==> src/rtl/dcec_pkg.sv <==
package dcec_pkg;
  localparam int FLAG_W = 6;
  localparam int F_DA = 0;
  localparam int F_DO = 1;
  localparam int F_NB = 2;
  localparam int F_SG = 3;
  localparam int F_SB = 4;
  localparam int F_DB = 5;
  localparam int MASK_W = 5;

  typedef struct packed {
    logic clrAll;
    logic loadChk;
    logic loadBus;
  } statStrobe_t;

  function automatic logic sizeLegal(input logic [2:0] code);
    return code[2] == 1'b0;
  endfunction

  function automatic logic [MASK_W-1:0] sizeMask(input logic [2:0] code);
    case (code)
      3'd0:    return 5'b00000;
      3'd1:    return 5'b00001;
      3'd2:    return 5'b00011;
      3'd3:    return 5'b11111;
      default: return 5'b00000;
    endcase
  endfunction
endpackage

==> src/rtl/dcec_ctrl.sv <==
module dcec_ctrl
  import dcec_pkg::*;
(
  input  logic        clk,
  input  logic        rstN,
  input  logic        chkValid,
  input  logic        chkErrAny,
  input  logic        rdBusErr,
  input  logic        wrBusErr,
  input  logic        clrStat,
  output statStrobe_t strobe
);
  logic busAny;

  always_comb begin
    busAny         = rdBusErr | wrBusErr;
    strobe.loadBus = busAny;
    strobe.loadChk = chkValid & chkErrAny & ~busAny;
    strobe.clrAll  = clrStat & ~busAny & ~(chkValid & chkErrAny);
  end

  // at most one kind of status update per cycle
  a_r8_one_update: assert property (@(posedge clk) disable iff (!rstN)
    $onehot0({strobe.clrAll, strobe.loadChk, strobe.loadBus}));

  // a bus error always wins over a descriptor error
  a_r8_bus_priority: assert property (@(posedge clk) disable iff (!rstN)
    (rdBusErr || wrBusErr) |-> !strobe.loadChk);
endmodule

==> src/rtl/dcec_datapath.sv <==
module dcec_datapath
  import dcec_pkg::*;
#(
  parameter int ADDR_W   = 32,
  parameter int OFF_W    = 16,
  parameter int NB_W     = 32,
  parameter int ITER_W   = 16,
  parameter int CHAN_W   = 6,
  parameter int SG_ALIGN = 32
) (
  input  logic              clk,
  input  logic              rstN,
  input  statStrobe_t       strobe,
  input  logic              chkValid,
  input  logic [CHAN_W-1:0] chkChan,
  input  logic              chkSgLoad,
  input  logic [2:0]        srcSize,
  input  logic [2:0]        dstSize,
  input  logic [ADDR_W-1:0] dstAddr,
  input  logic [OFF_W-1:0]  dstOff,
  input  logic [NB_W-1:0]   minorBytes,
  input  logic [ITER_W-1:0] citer,
  input  logic              biterLink,
  input  logic              sgEnable,
  input  logic [ADDR_W-1:0] sgNextAddr,
  input  logic              rdBusErr,
  input  logic              wrBusErr,
  input  logic [CHAN_W-1:0] busChan,
  output logic              chkErrAny,
  output logic [FLAG_W-1:0] errFlags,
  output logic [CHAN_W-1:0] errChan,
  output logic              errValid
);
  localparam int SG_LSB  = $clog2(SG_ALIGN);
  localparam int CNT_W   = ITER_W - 1;
  localparam int N_SIZES = 2;

  logic [N_SIZES-1:0][2:0]        sizeCode;
  logic [N_SIZES-1:0][MASK_W-1:0] sizeMsk;
  logic [N_SIZES-1:0]             sizeOk;
  logic [N_SIZES-1:0]             nbMisfit;
  logic [FLAG_W-1:0]              chkFlags;
  logic [ADDR_W-1:0]              sgMask;

  assign sizeCode[0] = srcSize;
  assign sizeCode[1] = dstSize;

  // one size decoder and byte-count fit test per transfer side
  for (genvar s = 0; s < N_SIZES; s++) begin : gSide
    assign sizeOk[s]   = sizeLegal(sizeCode[s]);
    assign sizeMsk[s]  = sizeMask(sizeCode[s]);
    assign nbMisfit[s] = (minorBytes & NB_W'(sizeMsk[s])) != '0;
  end

  assign sgMask = ADDR_W'((64'd1 << SG_LSB) - 64'd1);

  always_comb begin
    chkFlags       = '0;
    chkFlags[F_DA] = sizeOk[1] && ((dstAddr & ADDR_W'(sizeMsk[1])) != '0);
    chkFlags[F_DO] = sizeOk[1] && ((dstOff & OFF_W'(sizeMsk[1])) != '0);
    chkFlags[F_NB] = !(&sizeOk) || (|nbMisfit)
                     || (citer[CNT_W-1:0] == '0)
                     || (citer[ITER_W-1] != biterLink);
    chkFlags[F_SG] = chkSgLoad && sgEnable && ((sgNextAddr & sgMask) != '0);
    chkErrAny      = |chkFlags;
  end

  always_ff @(posedge clk or negedge rstN) begin
    if (!rstN) begin
      errFlags <= '0;
      errChan  <= '0;
      errValid <= 1'b0;
    end else if (strobe.loadBus) begin
      errFlags       <= '0;
      errFlags[F_SB] <= rdBusErr;
      errFlags[F_DB] <= wrBusErr;
      errChan        <= busChan;
      errValid       <= 1'b1;
    end else if (strobe.loadChk) begin
      errFlags <= chkFlags;
      errChan  <= chkChan;
      errValid <= 1'b1;
    end else if (strobe.clrAll) begin
      errFlags <= '0;
      errChan  <= '0;
      errValid <= 1'b0;
    end
  end

  // misaligned 4-byte destination is recorded with the checked channel
  a_r1_dst_addr: assert property (@(posedge clk) disable iff (!rstN)
    chkValid && !rdBusErr && !wrBusErr && dstSize == 3'd2 && dstAddr[1:0] != 2'b00
    |=> errFlags[F_DA] && errValid && errChan == $past(chkChan));

  // closed scatter/gather gate never raises the scatter/gather flag
  a_r7_sg_gate: assert property (@(posedge clk) disable iff (!rstN)
    !(chkSgLoad && sgEnable) |=> !errFlags[F_SG] || $past(errFlags[F_SG]));

  // read bus error is logged against the bus channel
  a_r8_rd_bus: assert property (@(posedge clk) disable iff (!rstN)
    rdBusErr |=> errFlags[F_SB] && errValid && errChan == $past(busChan));

  // empty record carries no flags and no channel
  a_r9_empty_record: assert property (@(posedge clk) disable iff (!rstN)
    !errValid |-> errFlags == '0 && errChan == '0);
endmodule

==> src/rtl/dma_desc_err_check.sv <==
module dma_desc_err_check
  import dcec_pkg::*;
#(
  parameter int ADDR_W   = 32,
  parameter int OFF_W    = 16,
  parameter int NB_W     = 32,
  parameter int ITER_W   = 16,
  parameter int CHAN_W   = 6,
  parameter int SG_ALIGN = 32
) (
  input  logic              clk,
  input  logic              rstN,
  input  logic              chkValid,
  input  logic [CHAN_W-1:0] chkChan,
  input  logic              chkSgLoad,
  input  logic [2:0]        srcSize,
  input  logic [2:0]        dstSize,
  input  logic [ADDR_W-1:0] dstAddr,
  input  logic [OFF_W-1:0]  dstOff,
  input  logic [NB_W-1:0]   minorBytes,
  input  logic [ITER_W-1:0] citer,
  input  logic              biterLink,
  input  logic              sgEnable,
  input  logic [ADDR_W-1:0] sgNextAddr,
  input  logic              rdBusErr,
  input  logic              wrBusErr,
  input  logic [CHAN_W-1:0] busChan,
  input  logic              clrStat,
  output logic [5:0]        errFlags,
  output logic [CHAN_W-1:0] errChan,
  output logic              errValid
);
  statStrobe_t strobe;
  logic        chkErrAny;

  dcec_ctrl uCtrl (
    .clk       (clk),
    .rstN      (rstN),
    .chkValid  (chkValid),
    .chkErrAny (chkErrAny),
    .rdBusErr  (rdBusErr),
    .wrBusErr  (wrBusErr),
    .clrStat   (clrStat),
    .strobe    (strobe)
  );

  dcec_datapath #(
    .ADDR_W   (ADDR_W),
    .OFF_W    (OFF_W),
    .NB_W     (NB_W),
    .ITER_W   (ITER_W),
    .CHAN_W   (CHAN_W),
    .SG_ALIGN (SG_ALIGN)
  ) uPath (
    .clk        (clk),
    .rstN       (rstN),
    .strobe     (strobe),
    .chkValid   (chkValid),
    .chkChan    (chkChan),
    .chkSgLoad  (chkSgLoad),
    .srcSize    (srcSize),
    .dstSize    (dstSize),
    .dstAddr    (dstAddr),
    .dstOff     (dstOff),
    .minorBytes (minorBytes),
    .citer      (citer),
    .biterLink  (biterLink),
    .sgEnable   (sgEnable),
    .sgNextAddr (sgNextAddr),
    .rdBusErr   (rdBusErr),
    .wrBusErr   (wrBusErr),
    .busChan    (busChan),
    .chkErrAny  (chkErrAny),
    .errFlags   (errFlags),
    .errChan    (errChan),
    .errValid   (errValid)
  );

  // a lone clear empties the record on the next edge
  a_r10_clear: assert property (@(posedge clk) disable iff (!rstN)
    clrStat && !chkValid && !rdBusErr && !wrBusErr
    |=> errFlags == '0 && errChan == '0 && !errValid);
endmodule

==> config.mk <==
export PLATFORM = sky130hd
export DESIGN_NAME = dma_desc_err_check
export DESIGN_NICKNAME = d
export VERILOG_FILES = /design/src/rtl/dcec_pkg.sv /design/src/rtl/dcec_ctrl.sv /design/src/rtl/dcec_datapath.sv /design/src/rtl/dma_desc_err_check.sv
export SDC_FILE = /design/constraint.sdc
export NUM_CORES = 1
export LEC_CHECK = 0
export ABC_AREA = 1
export ABC_CLOCK_PERIOD_IN_PS = 900
export BUFFER_PORTS_ARGS = -buffer_cell sky130_fd_sc_hd__buf_2
export CAP_MARGIN = 20
export CELL_PAD_IN_SITES_DETAIL_PLACEMENT = 0
export CELL_PAD_IN_SITES_GLOBAL_PLACEMENT = 2
export CORE_ASPECT_RATIO = 1.25
export CORE_MARGIN = 4
export CORE_UTILIZATION = 11
export DETAILED_ROUTE_END_ITERATION = 7
export GPL_TIMING_DRIVEN = 0
export PLACE_DENSITY = 0.81
export SLEW_MARGIN = 20
export SYNTH_ARGS = -nofsm -noshare
export SYNTH_HDL_FRONTEND = slang
export SYNTH_SLANG_ARGS = --single-unit
==> constraint.sdc <==
create_clock -name clk -period 0.9 [get_ports clk]
set_input_delay 0.135 -clock clk [delete_from_list [all_inputs] [get_ports clk]]
set_output_delay 0.135 -clock clk [all_outputs]
set_load 0.02 [all_outputs]
==> impl_metrics.csv <==
group,metric,value,unit
worst_setup_path,critical_path_class,"in -> reg",
global_routing,grt_pass1_wl,5.87,mm
placed_design,dpl_worst_slack,-0.571,ns
clocking,cts_tree,"built",
sta,min_period,1.14,ns
clocking,h-tree-depth,1,
sta,tightest_slew,0.306,ns
clocking,insertion_delay,0.24,ns
route,vias,1234,
die,fp.coreArea,8700,µm²
yosys,syn_area_per_cell,6.95,µm²
placed_design,port_buffers,75,
yosys,synth_seq_cells,13,
placed_design,placed_cell_area,1510,µm²
finish,antennaDiodeCount,0,
pwr,p_leak,0.993,nW
sta,hold_viol_final,0,
route,drc_errors,0,
run,maxCapViolations,0,
worst_setup_path,crit_chain,"buf_6 > or2_0 > o21ai_1 > nand2_2 > nor2_4 > nand3_4 > nand2_4 > buf_6 > inv_4 > nand2_4 > o21ai_2",
pwr,total_power,1.79,mW
worst_hold_path,hp-class,"in -> reg",
run_status,failed_checks,"negative setup slack",
worst_setup_path,critPathMaxStageDelay,0.20,ns
die,die_w,92.4,µm
clocking,numCtsBuffers,3,
route,vias_per_cell,3.45,
sta,setup_slack,-0.240,ns
route,wire_per_inst,9.92,µm
worst_setup_path,cp-end-kind,"register",
placed_design,place_inst,336,
pwr,power_density,955,nW/µm²
placed_design,place_hpwl,2.98,mm
finish,fin_util,0.215,
finish,nets,394,
die,io_pins,168,
die,die_area,10500,µm²
route,wirelength,3.55,mm
sta,fmax,877,MHz
clocking,cts_max_path_buffers,2,
finish,syn_to_final_growth,91.3,%
worst_setup_path,startpoint_type,"input pin",
worst_setup_path,slowest_stage,"or2_0",
sta,finalMaxSlewViolations,0,
finish,fin_cells,358,
yosys,ys_seq_area_frac,0.332,
global_routing,grtUsageTotal,0.0681,
die,initial_core_util,0.113,
clocking,clock_sinks,13,
global_routing,grt_pass1_vias,1277,
sta,period_share,1.27,
yosys,syn-num-nets,296,
yosys,syn_inst,141,
pwr,vdd_drop_max,0.325,mV
route,firstDrtPassIters,3,
yosys,syn_area,980,µm²
run_status,outcome,"finished with violations",
yosys,ys_warn_count,0,
route,drt_iter0_drc,12,
sta,setup_viol,19,
worst_setup_path,cp_data_arrival_time,1.27,ns
finish,post-route-cell-area,1870,µm²
die,die_y,114,µm
yosys,synth.distinct_cells,24,
finish,drive_above_1_share,0.546,
placed_design,routabilityCongestion,0.712,
finish,num-fill-cells,983,
worst_setup_path,cp_max_fo,4,
global_routing,grt_max_degree,14,
sta,grt_setup_unrepaired,"yes",
sta,relSlewSlack,0.796,
route,antenna_left,0,
die,num_rows,38,
worst_setup_path,required,1.03,ns
global_routing,grt-ovfl-total,0,
global_routing,antenna_found_initial,0,
sta,finalClockSkew,0,ns
clocking,cts.clk_slew.worst_paths,0.05,ns
clocking,ctsRootBufferMaster,"clkbuf_8",
==> metrics by stage <==
step | hold slack [ns] | setup TNS (ns)
2_1_floorplan | -0.161 | -3.42
3_3_place_gp | 0.0392 | -6.85
3_5_place_dp | 0.0421 | -7.13
4_1_cts | 0.0877 | -3.29
5_1_grt | 0.109 | -4.18
6_report | 0.0913 | -2.62
==> flip-flops by register name, summed over array words and instances (netlist names) <==
register        count
uPath.errChan       6
uPath.errValid      1
uPath.errFlags      6
==> worst max-delay path, delay by kind of cell <==
family | cells | cell delay [ns]
AOI/OAI and AO/OA | 2 | 0.20
buffers and inverters | 3 | 0.25
and+or+nand+nor | 6 | 0.68
==> cells in the final DEF, fill, tap and decap left out <==
cell type	n
buf_4	16
nand2_2	7
a21oi_4	1
inv_1	16
or2_0	1
clkbuf_8	4
dfrtp_1	13
dlygate4sd3_1	1
clkbuf_1	1
nand4_1	17
buf_6	20
inv_4	1
nand3_4	1
nor2_1	16
nand3b_1	1
buf_2	58
o21bai_1	1
nand3_2	4
nand2_4	2
nand4_2	1
nor2_2	1
nor2_4	4
o21ai_2	3
buf_12	1
inv_2	5
nand2_1	40
o21ai_4	1
o21ai_1	1
==> timing repair <==
item                                    in CTS  in global routing
endpoints found under the setup margin      26                 26
hold endpoints to repair                    13                  0
hold buffers                                 1                  0
gates resized for setup                     39                 18
setup buffers                               18                  0
gates cloned                                 1                  0
pin swaps                                    8                 13
==> cell families (layout without fill, tap and decap cells) <==
group           count (synthesis)  in the layout  share of synthesized area
compound gates                  7              7                     0.0536
simple gates                   95             95                      0.488
flops                          13             13                      0.332
buf+inv                        26            123                      0.126
==> path summary, 6_finish.rpt <==
| kind | startpoint | to | slack (ns) | depth (start not counted) |
|---|---|---|---|---|
| worst max-delay path | dstOff[3] | uPath.errFlags[3] | -0.24 | 11 |
| worst min-delay path | rdBusErr | uPath.errFlags[4] | 0.09 | 3 |
| worst max register to register | uPath.errFlags[3] | uPath.errFlags[3] | 0.10 | 3 |
| worst min register to register | uPath.errChan[4] | uPath.errChan[4] | 0.56 | 2 |
| max in group asynchronous | rstN | uPath.errFlags[0] | 0.35 | 2 |
| min in group asynchronous | rstN | uPath.errFlags[5] | 0.32 | 2 |
==> routing by layer <==
metal  wire, µm  global-route usage  part of all wire  vias to the layer above
li1           -                   -                 -                      641
met1       1380              0.0769              0.39                      541
met2       1850               0.127              0.52                       48
met3        285              0.0145             0.080                        4
met4         34              0.0208            0.0096                        0
met5          0                   0                 0                        -
==> report_power, final <==
group | total (mW) | internal (mW) | switching (mW)
registers | 0.644 | 0.619 | 0.0244
clock network | 0.529 | 0.313 | 0.215
logic | 0.618 | 0.319 | 0.299
total | 1.79 | 1.25 | 0.539
==> layout make-up <==
class,instances,area [µm²],area share
Timing Repair Buffer,94,653,0.348
Multi-Input combinational cell,102,589,0.314
Sequential cell,13,325,0.174
Tap cell,120,150,0.0801
Inverter,22,85.1,0.0454
Clock buffer,4,45.0,0.0240
Buffer,3,26.3,0.0140
==> Yosys cell counts <==
master | n | area share
nand4_1 | 17 | 0.11
buf_8 | 1 | 0.015
nand2_4 | 1 | 0.011
o21ai_1 | 4 | 0.020
o21ai_2 | 1 | 0.0089
nor2_4 | 2 | 0.023
nand2_2 | 4 | 0.026
buf_4 | 1 | 0.0077
nand2_1 | 44 | 0.17
nand3_2 | 2 | 0.020
nor2_1 | 18 | 0.069
dfrtp_1 | 13 | 0.33
nand3_4 | 1 | 0.018
inv_2 | 3 | 0.011
or2_0 | 1 | 0.0064
a21oi_4 | 1 | 0.017
nor2_2 | 1 | 0.0064
clkbuf_8 | 1 | 0.014
nand3b_1 | 1 | 0.0077
nand3_1 | 2 | 0.010
buf_2 | 1 | 0.0051
o21bai_1 | 1 | 0.0077
inv_1 | 19 | 0.073
nand4_2 | 1 | 0.013
Note: power is estimated with default switching activity, not from simulation.
